$ cat config.mk
export PLATFORM = sky130hd
export DESIGN_NAME = i2cs_slave
export DESIGN_NICKNAME = d
export VERILOG_FILES = /design/src/rtl/i2cs_pkg.sv /design/src/rtl/i2cs_bus_mon.sv /design/src/rtl/i2cs_engine.sv /design/src/rtl/i2cs_regs.sv /design/src/rtl/i2cs_slave.sv
export SDC_FILE = /design/constraint.sdc
export NUM_CORES = 1
export LEC_CHECK = 0
export BUFFER_PORTS_ARGS = -buffer_cell sky130_fd_sc_hd__buf_2
export CAP_MARGIN = 20
export CORE_MARGIN = 2
export CORE_UTILIZATION = 61
export CTS_BUF_LIST = sky130_fd_sc_hd__clkbuf_16
export DETAILED_ROUTE_END_ITERATION = 10
export GPL_ROUTABILITY_DRIVEN = 0
export PLACE_DENSITY = 0.81
export SLEW_MARGIN = 5
export SYNTH_ARGS = -nofsm -noshare
export SYNTH_HDL_FRONTEND = slang
export SYNTH_SLANG_ARGS = --single-unit
$ cat constraint.sdc
create_clock -name clk -period 4.4 [get_ports clk]
set_input_delay 0.44 -clock clk [delete_from_list [all_inputs] [get_ports clk]]
set_output_delay 0.44 -clock clk [all_outputs]
set_load 0.005 [all_outputs]
$ cat src/rtl/i2cs_pkg.sv
// Shared constants and types for the I2C slave controller.
// Assumes a byte-wide register file addressed by a 2-bit select.
package i2cs_pkg;
    localparam int BYTE_W = 8;
    localparam int ADDR_W = BYTE_W - 1;
    localparam int CNT_W  = $clog2(BYTE_W + 1);
    localparam int IDX_W  = $clog2(BYTE_W);
    localparam int SEL_W  = 2;

    localparam logic [SEL_W-1:0] SEL_CTRL = 2'd0;
    localparam logic [SEL_W-1:0] SEL_STAT = 2'd1;
    localparam logic [SEL_W-1:0] SEL_DATA = 2'd2;
    localparam logic [SEL_W-1:0] SEL_OWN  = 2'd3;

    localparam int CB_EN   = 6;
    localparam int CB_STA  = 5;
    localparam int CB_STO  = 4;
    localparam int CB_FLAG = 3;
    localparam int CB_ACK  = 2;
    localparam int CB_RATE = 0;

    localparam logic [7:0] CODE_NONE    = 8'hF8;
    localparam logic [7:0] CODE_SW_ADDR = 8'h60;
    localparam logic [7:0] CODE_GC_ADDR = 8'h70;
    localparam logic [7:0] CODE_RX_ACK  = 8'h80;
    localparam logic [7:0] CODE_RX_NACK = 8'h88;
    localparam logic [7:0] CODE_END     = 8'hA0;
    localparam logic [7:0] CODE_SR_ADDR = 8'hA8;
    localparam logic [7:0] CODE_TX_ACK  = 8'hB8;
    localparam logic [7:0] CODE_TX_NACK = 8'hC0;

    typedef enum logic [2:0] {
        PH_IDLE,
        PH_ADDR,
        PH_ADDR_ACK,
        PH_RX,
        PH_RX_ACK,
        PH_TX,
        PH_TX_ACK
    } phase_t;
endpackage

$ cat src/rtl/i2cs_bus_mon.sv
// Bus monitor: synchronizes SCL and SDA and flags START, STOP and SCL edges.
// Assumes SYNC_STAGES >= 2; the lines idle high, so the pipes reset to 1.
module i2cs_bus_mon #(
    parameter int SYNC_STAGES = 2
) (
    input  logic clk,
    input  logic rst_n,
    input  logic scl_i,
    input  logic sda_i,
    output logic scl_s,
    output logic sda_s,
    output logic start_p,
    output logic stop_p,
    output logic rise_p,
    output logic fall_p
);
    localparam int LAST = SYNC_STAGES - 1;

    logic [LAST:0] scl_pipe;
    logic [LAST:0] sda_pipe;
    logic          scl_prev;
    logic          sda_prev;

    // Shift both lines through the synchronizer chain.
    always_ff @(posedge clk) begin
        if (!rst_n) begin
            scl_pipe <= '1;
            sda_pipe <= '1;
        end else begin
            scl_pipe <= {scl_pipe[LAST-1:0], scl_i};
            sda_pipe <= {sda_pipe[LAST-1:0], sda_i};
        end
    end

    assign scl_s = scl_pipe[LAST];
    assign sda_s = sda_pipe[LAST];

    // Keep the previous synchronized levels for edge detection.
    always_ff @(posedge clk) begin
        if (!rst_n) begin
            scl_prev <= 1'b1;
            sda_prev <= 1'b1;
        end else begin
            scl_prev <= scl_s;
            sda_prev <= sda_s;
        end
    end

    assign start_p = scl_s && scl_prev && sda_prev && !sda_s;
    assign stop_p  = scl_s && scl_prev && !sda_prev && sda_s;
    assign rise_p  = scl_s && !scl_prev;
    assign fall_p  = !scl_s && scl_prev;
endmodule

$ cat src/rtl/i2cs_engine.sv
// Transfer engine: address match, byte shifting, ACK handling and event codes.
// Assumes one-cycle condition pulses from the bus monitor; reports each
// event as a one-cycle ev_set with a code and a hold request for SCL.
module i2cs_engine
    import i2cs_pkg::*;
(
    input  logic              clk,
    input  logic              rst_n,
    input  logic              en,
    input  logic              ack_en,
    input  logic [ADDR_W-1:0] own_addr,
    input  logic              gc_en,
    input  logic [BYTE_W-1:0] data_q,
    input  logic              sda_s,
    input  logic              start_p,
    input  logic              stop_p,
    input  logic              rise_p,
    input  logic              fall_p,
    output logic              ev_set,
    output logic              ev_hold,
    output logic [7:0]        ev_code,
    output logic              rx_load,
    output logic [BYTE_W-1:0] rx_byte,
    output logic              sda_low
);
    phase_t             phase;
    logic [CNT_W-1:0]   bitcnt;
    logic [BYTE_W-1:0]  shreg;
    logic               dir_rd;
    logic               gc_hit;
    logic               ackd;
    logic               mnack;
    logic               addressed;
    logic               hit_own;
    logic               hit_gc;
    logic [IDX_W-1:0]   tx_idx;

    // Decode address hits and the transmit bit index.
    always_comb begin
        addressed = (phase == PH_RX) || (phase == PH_RX_ACK) ||
                    (phase == PH_TX) || (phase == PH_TX_ACK);
        hit_own   = (shreg[BYTE_W-1:1] == own_addr);
        hit_gc    = gc_en && (shreg == '0);
        tx_idx    = IDX_W'(BYTE_W - 1) - bitcnt[IDX_W-1:0];
    end

    // Advance the transfer phase on bus conditions and SCL edges.
    always_ff @(posedge clk) begin
        if (!rst_n) begin
            phase   <= PH_IDLE;
            bitcnt  <= '0;
            shreg   <= '0;
            dir_rd  <= 1'b0;
            gc_hit  <= 1'b0;
            ackd    <= 1'b0;
            mnack   <= 1'b0;
            ev_set  <= 1'b0;
            ev_hold <= 1'b0;
            ev_code <= CODE_NONE;
            rx_load <= 1'b0;
        end else begin
            ev_set  <= 1'b0;
            rx_load <= 1'b0;
            if (!en) begin
                phase  <= PH_IDLE;
                bitcnt <= '0;
            end else if (start_p) begin
                if (addressed) begin
                    ev_set  <= 1'b1;
                    ev_hold <= 1'b0;
                    ev_code <= CODE_END;
                end
                phase  <= PH_ADDR;
                bitcnt <= '0;
            end else if (stop_p) begin
                if (addressed) begin
                    ev_set  <= 1'b1;
                    ev_hold <= 1'b0;
                    ev_code <= CODE_END;
                end
                phase <= PH_IDLE;
            end else if (rise_p) begin
                case (phase)
                    PH_ADDR, PH_RX: begin
                        shreg  <= {shreg[BYTE_W-2:0], sda_s};
                        bitcnt <= bitcnt + CNT_W'(1);
                    end
                    PH_TX_ACK: mnack <= sda_s;
                    default: ;
                endcase
            end else if (fall_p) begin
                case (phase)
                    PH_ADDR: begin
                        if (bitcnt == CNT_W'(BYTE_W)) begin
                            if ((hit_own || hit_gc) && ack_en) begin
                                phase  <= PH_ADDR_ACK;
                                dir_rd <= shreg[0];
                                gc_hit <= hit_gc;
                            end else begin
                                phase <= PH_IDLE;
                            end
                        end
                    end
                    PH_ADDR_ACK: begin
                        ev_set  <= 1'b1;
                        ev_hold <= 1'b1;
                        ev_code <= gc_hit ? CODE_GC_ADDR :
                                   (dir_rd ? CODE_SR_ADDR : CODE_SW_ADDR);
                        phase   <= dir_rd ? PH_TX : PH_RX;
                        bitcnt  <= '0;
                    end
                    PH_RX: begin
                        if (bitcnt == CNT_W'(BYTE_W)) begin
                            phase <= PH_RX_ACK;
                            ackd  <= ack_en;
                        end
                    end
                    PH_RX_ACK: begin
                        rx_load <= 1'b1;
                        ev_set  <= 1'b1;
                        ev_hold <= 1'b1;
                        ev_code <= ackd ? CODE_RX_ACK : CODE_RX_NACK;
                        phase   <= ackd ? PH_RX : PH_IDLE;
                        bitcnt  <= '0;
                    end
                    PH_TX: begin
                        if (bitcnt == CNT_W'(BYTE_W - 1)) begin
                            phase <= PH_TX_ACK;
                        end
                        bitcnt <= bitcnt + CNT_W'(1);
                    end
                    PH_TX_ACK: begin
                        ev_set  <= 1'b1;
                        ev_hold <= 1'b1;
                        ev_code <= mnack ? CODE_TX_NACK : CODE_TX_ACK;
                        phase   <= mnack ? PH_IDLE : PH_TX;
                        bitcnt  <= '0;
                    end
                    default: ;
                endcase
            end
        end
    end

    assign rx_byte = shreg;

    // Pull SDA low for acknowledges and for transmitted zero bits.
    always_comb begin
        sda_low = en && ((phase == PH_ADDR_ACK) ||
                         ((phase == PH_RX_ACK) && ackd) ||
                         ((phase == PH_TX) && !data_q[tx_idx]));
    end
endmodule

$ cat src/rtl/i2cs_regs.sv
// Register file: control, status, data and own address, plus the flag.
// Assumes hardware events win over a same-cycle software write.
module i2cs_regs
    import i2cs_pkg::*;
(
    input  logic              clk,
    input  logic              rst_n,
    input  logic              reg_we,
    input  logic [SEL_W-1:0]  reg_sel,
    input  logic [BYTE_W-1:0] reg_wdata,
    output logic [BYTE_W-1:0] reg_rdata,
    input  logic              ev_set,
    input  logic              ev_hold,
    input  logic [7:0]        ev_code,
    input  logic              rx_load,
    input  logic [BYTE_W-1:0] rx_byte,
    output logic              en,
    output logic              ack_en,
    output logic [ADDR_W-1:0] own_addr,
    output logic              gc_en,
    output logic [BYTE_W-1:0] data_q,
    output logic              flag,
    output logic              hold
);
    logic              sta_q;
    logic              sto_q;
    logic              rate_q;
    logic [BYTE_W-1:0] own_q;
    logic [7:0]        code_q;
    logic              wr_ctrl;

    assign wr_ctrl = reg_we && (reg_sel == SEL_CTRL);

    // Store the software-written control and address fields.
    always_ff @(posedge clk) begin
        if (!rst_n) begin
            en     <= 1'b0;
            sta_q  <= 1'b0;
            sto_q  <= 1'b0;
            ack_en <= 1'b0;
            rate_q <= 1'b0;
            own_q  <= '0;
        end else begin
            if (wr_ctrl) begin
                en     <= reg_wdata[CB_EN];
                sta_q  <= reg_wdata[CB_STA];
                sto_q  <= reg_wdata[CB_STO];
                ack_en <= reg_wdata[CB_ACK];
                rate_q <= reg_wdata[CB_RATE];
            end
            if (reg_we && (reg_sel == SEL_OWN)) begin
                own_q <= reg_wdata;
            end
        end
    end

    // Data register: a received byte overrides a software write.
    always_ff @(posedge clk) begin
        if (!rst_n) begin
            data_q <= '0;
        end else if (rx_load) begin
            data_q <= rx_byte;
        end else if (reg_we && (reg_sel == SEL_DATA)) begin
            data_q <= reg_wdata;
        end
    end

    // Flag, hold and status code: set by events, cleared by software.
    always_ff @(posedge clk) begin
        if (!rst_n) begin
            flag   <= 1'b0;
            hold   <= 1'b0;
            code_q <= CODE_NONE;
        end else if (ev_set) begin
            flag   <= 1'b1;
            hold   <= ev_hold;
            code_q <= ev_code;
        end else if (wr_ctrl && !reg_wdata[CB_FLAG]) begin
            flag <= 1'b0;
            hold <= 1'b0;
        end
    end

    assign own_addr = own_q[BYTE_W-1:1];
    assign gc_en    = own_q[0];

    // Read multiplexer for the selected register.
    always_comb begin
        case (reg_sel)
            SEL_CTRL: reg_rdata = {1'b0, en, sta_q, sto_q, flag, ack_en, 1'b0, rate_q};
            SEL_STAT: reg_rdata = flag ? code_q : CODE_NONE;
            SEL_DATA: reg_rdata = data_q;
            default:  reg_rdata = own_q;
        endcase
    end
endmodule

$ cat src/rtl/i2cs_slave.sv
// I2C slave controller top: bus monitor, transfer engine and registers.
// Assumes clk runs at least about eight times faster than SCL.
module i2cs_slave
    import i2cs_pkg::*;
#(
    parameter int SYNC_STAGES = 2
) (
    input  logic              clk,
    input  logic              rst_n,
    input  logic              reg_we,
    input  logic [SEL_W-1:0]  reg_sel,
    input  logic [BYTE_W-1:0] reg_wdata,
    output logic [BYTE_W-1:0] reg_rdata,
    output logic              irq,
    input  logic              scl_i,
    input  logic              sda_i,
    output logic              scl_drive_low,
    output logic              sda_drive_low
);
    logic              scl_s;
    logic              sda_s;
    logic              start_p;
    logic              stop_p;
    logic              rise_p;
    logic              fall_p;
    logic              en;
    logic              ack_en;
    logic [ADDR_W-1:0] own_addr;
    logic              gc_en;
    logic [BYTE_W-1:0] data_q;
    logic              flag;
    logic              hold;
    logic              ev_set;
    logic              ev_hold;
    logic [7:0]        ev_code;
    logic              rx_load;
    logic [BYTE_W-1:0] rx_byte;

    i2cs_bus_mon #(.SYNC_STAGES(SYNC_STAGES)) u_mon (
        .clk     (clk),
        .rst_n   (rst_n),
        .scl_i   (scl_i),
        .sda_i   (sda_i),
        .scl_s   (scl_s),
        .sda_s   (sda_s),
        .start_p (start_p),
        .stop_p  (stop_p),
        .rise_p  (rise_p),
        .fall_p  (fall_p)
    );

    i2cs_engine u_eng (
        .clk      (clk),
        .rst_n    (rst_n),
        .en       (en),
        .ack_en   (ack_en),
        .own_addr (own_addr),
        .gc_en    (gc_en),
        .data_q   (data_q),
        .sda_s    (sda_s),
        .start_p  (start_p),
        .stop_p   (stop_p),
        .rise_p   (rise_p),
        .fall_p   (fall_p),
        .ev_set   (ev_set),
        .ev_hold  (ev_hold),
        .ev_code  (ev_code),
        .rx_load  (rx_load),
        .rx_byte  (rx_byte),
        .sda_low  (sda_drive_low)
    );

    i2cs_regs u_regs (
        .clk       (clk),
        .rst_n     (rst_n),
        .reg_we    (reg_we),
        .reg_sel   (reg_sel),
        .reg_wdata (reg_wdata),
        .reg_rdata (reg_rdata),
        .ev_set    (ev_set),
        .ev_hold   (ev_hold),
        .ev_code   (ev_code),
        .rx_load   (rx_load),
        .rx_byte   (rx_byte),
        .en        (en),
        .ack_en    (ack_en),
        .own_addr  (own_addr),
        .gc_en     (gc_en),
        .data_q    (data_q),
        .flag      (flag),
        .hold      (hold)
    );

    assign irq           = flag;
    assign scl_drive_low = en && flag && hold;
endmodule

==> results.md <==
* Largest family of logic cells by synthesized area: simple AND/OR/NAND/NOR gates
* Ys Warns at 0
* Clock buffer depth at 2
* Post-Place Setup Slack at 2180 ps
* RSZ-0062 raised after global routing: false
* Post-synthesis net count at 370
* Cell area power density at 388 nW/um2
* Multiplexer area fraction after synthesis at 16.6%
* Overall Power at 1.42 mW
* Hold-fix buffers at CTS at 0
* Drt first pass iters at 5
* Clock latency on the worst-skew pair at 340 ps
* Leakage at 1.38 nW
* Drt drc at 0
* Sort of element at the start of the critical path: register
* Leading cell types in the layout, fill and taps excluded: 67 x dfxtp_1, 48 x nor2_1, 34 x mux2i_1
* Global-route wire length before repair at 12.3 mm
* Maximum net fanout on the critical path at 5
* Leading cell type in the layout, fill and taps excluded: dfxtp_1
* Num CTS Buffers at 9
* Die area at 5850 um2
* Final net count at 388
* Detailed-route vias per instance at 6.01
* Share of the synthesized area in the top cell type at 41.9%
* Routed Antenna Nets at 0
* Post-synthesis to final-layout area growth at 13.9%
* Number of levels in the clock H-tree at 3
* Outcome: complete, no violations
* Synth Area in Compound Gates at 12.1%
* R2R setup slack at 2110 ps
* Antenna violations before repair at 0
* Worst R2R End: u_eng.rx_byte[7]
* Top_reg_cell synth: dfxtp_1
* Max-slew headroom at the worst pin at 32.0%
* Adder and majority cell fraction of the synthesized area at 0.781%
* Part of the cycle the worst path needs at 57.2%
* Parity-gate share of the synthesized area counting xor and xnor cells at 3.28%
* Initial core utilization at 63.1%
* Post-synth cell types at 50
* Number of synthesized register bits at 67
* Critical Path Source: u_eng.bitcnt[0]
* Max-capacitance violation count at 0
* Clk sinks at 67
* Drt wl/cell at 17.1 um
* Filler Cell Count at 404
* Fin Hold WS at 279 ps
* Average footprint of a synthesized cell at 9.07 um2
* Std cell rows at 26
* Clock root buffer: clkbuf_16
* Post-synthesis share of cell area spent on and, or, nand and nor gates at 21.6%
* Maximum achievable frequency at 398 MHz
* Clock tree from TritonCTS: done
* Clock transition time at the flip-flop clock pins of the worst setup and hold paths at 60 ps
* Post-cts gate resize count at 0
* Area contributors post-synth: dfxtp_1 42%, mux2i_1 11%, nor2_1 5.6%, mux4_2 4.9%, nand2_1 3.2%
* Floorplan die height at 76.5 um
* Cell Area, Synth at 3200 um2
* Sum Neg Setup Slack at 0 ps
* EDFF count, synth at 0
* R2R depth at 4
* Io pins at 26
* Routed wire length at 7.63 mm
* Die Wd at 76.5 um
* All-layer global routing usage at 27.3%
* Final Hold Vio Count at 0
* Post-synthesis sequential area ratio at 41.9%
* Startpoint of the worst-slack reg-to-reg timing path: u_eng.phase[0]
* Required time of the worst setup path at 3960 ps
* Category of the critical setup timing path: reg -> out
* Fraction of registers with async set or reset after synthesis at 0%
* Via count of the first global-routing pass at 2447
* Setup skew after layout at 4.84 ps
* Total of buffers placed on input and output ports at 25
* Ratio of cells with drive above 1 in the final layout at 14.6%
* Setup Buffers After CTS at 0
* Largest net degree at the start of global routing at 29
* Worst Setup End Kind: primary output
* Count of endpoints failing setup in the final report at 0
* Peak ir drop on the vdd network at 0.279 mV
* Via count at 2682
* Area leader, netlist: dfxtp_1
* Standard cell core area at 5070 um2
* Worst endpoint data arrival time at 2070 ps
* Post-DP HPWL at 5.12 mm
* Type of the most critical hold path: in -> reg
* GRT overflow at 0
* Drt first-iter violations at 210
* Final critical-path required period at 2510 ps
* Slew of the pin with the lowest slew margin at 1020 ps
* Post-placement cell count at 429
* Antenna diode count at 0
* Number of standard cells in the layout, taps in and fillers out at 446
* Critical Path Sink: sda_drive_low
* Cell count after synthesis at 353
* Final setup slack of the worst path at 1890 ps
* Max-slew violation total from the final report at 0
## Yosys cell counts, types with 7 or more instances
library cell	count
dfxtp_1	67
buf_2	7
nand2b_1	14
xor2_1	9
clkbuf_1	13
nor2_1	48
nand3_1	16
o21ai_0	9
a211oi_1	10
a21oi_1	19
mux2i_1	34
mux4_2	7
nand2_1	27
inv_1	9
## cells by family after synthesis
logic type	Yosys count
simple gates	140
compound gates	58
mux	44
xor+xnor	12
buf+inv	30
flops	67
fa+ha+maj	2
## state kept, by name (all words and copies together) (netlist names), 2 cells and up
register        count
u_regs.code_q       8
u_eng.bitcnt        4
u_regs.own_q        8
u_mon.sda_pipe      2
u_eng.ev_code       8
u_eng.phase         3
u_regs.data_q       8
u_eng.rx_byte       8
u_mon.scl_pipe      2
## per-layer routing
layer | part of all wire (%) | up-vias | track usage [%]
met3 | 5.2 | 15 | 6.40
met2 | 48 | 81 | 42.7
met4 | 1.8 | 0 | 11.5
li1 | - | 1298 | -
met5 | 0 | - | 0
met1 | 45 | 1288 | 36.4
## power by group
group          internal, mW  leakage (nW)  total [mW]  switching [mW]
registers             0.618         0.543       0.629          0.0115
logic                0.0328         0.693      0.0754          0.0426
clock network         0.437         0.147       0.711           0.274
## critical path: stages, from the launching register on
cell	delay, ps
dfxtp_1	470
mux4_2	570
mux2i_1	160
mux2_2	170
a31oi_1	90
nor2_1	140
buf_2	130
## worst min-delay path by stage
| stage | startpoint | end | cells after the start |
|---|---|---|---|
| 3_3_place_gp | u_mon.scl_pipe[0] | u_mon.scl_pipe[1] | 1 |
| 5_1_grt | sda_i | u_mon.sda_pipe[0] | 2 |
| 3_5_place_dp | u_mon.sda_pipe[0] | u_mon.sda_pipe[1] | 1 |
| 2_1_floorplan | u_mon.scl_pipe[0] | u_mon.scl_pipe[1] | 1 |
| 6_report | scl_i | u_mon.scl_pipe[0] | 2 |
| 4_1_cts | scl_i | u_mon.scl_pipe[0] | 2 |
## final cells by class
cell class	count	area (um2)	area share (%)
multi-input combinational	256	1750	47.9
sequential	67	1340	36.8
clock buffer	9	225	6.17
timing repair buffer	27	140	3.84
tap	70	87.6	2.40
clock inverter	7	68.8	1.89
inverter	10	37.5	1.03
## metrics by stage
stage / cell area, um2 / utilization [%]
6_report: 3650 / 71.9
3_5_place_dp: 3350 / 65.9
4_1_cts: 3640 / 71.7
3_3_place_gp: 3350 / 65.9
2_1_floorplan: 3200 / -
5_1_grt: 3650 / 71.9
Note: power is estimated with default switching activity, not from simulation.
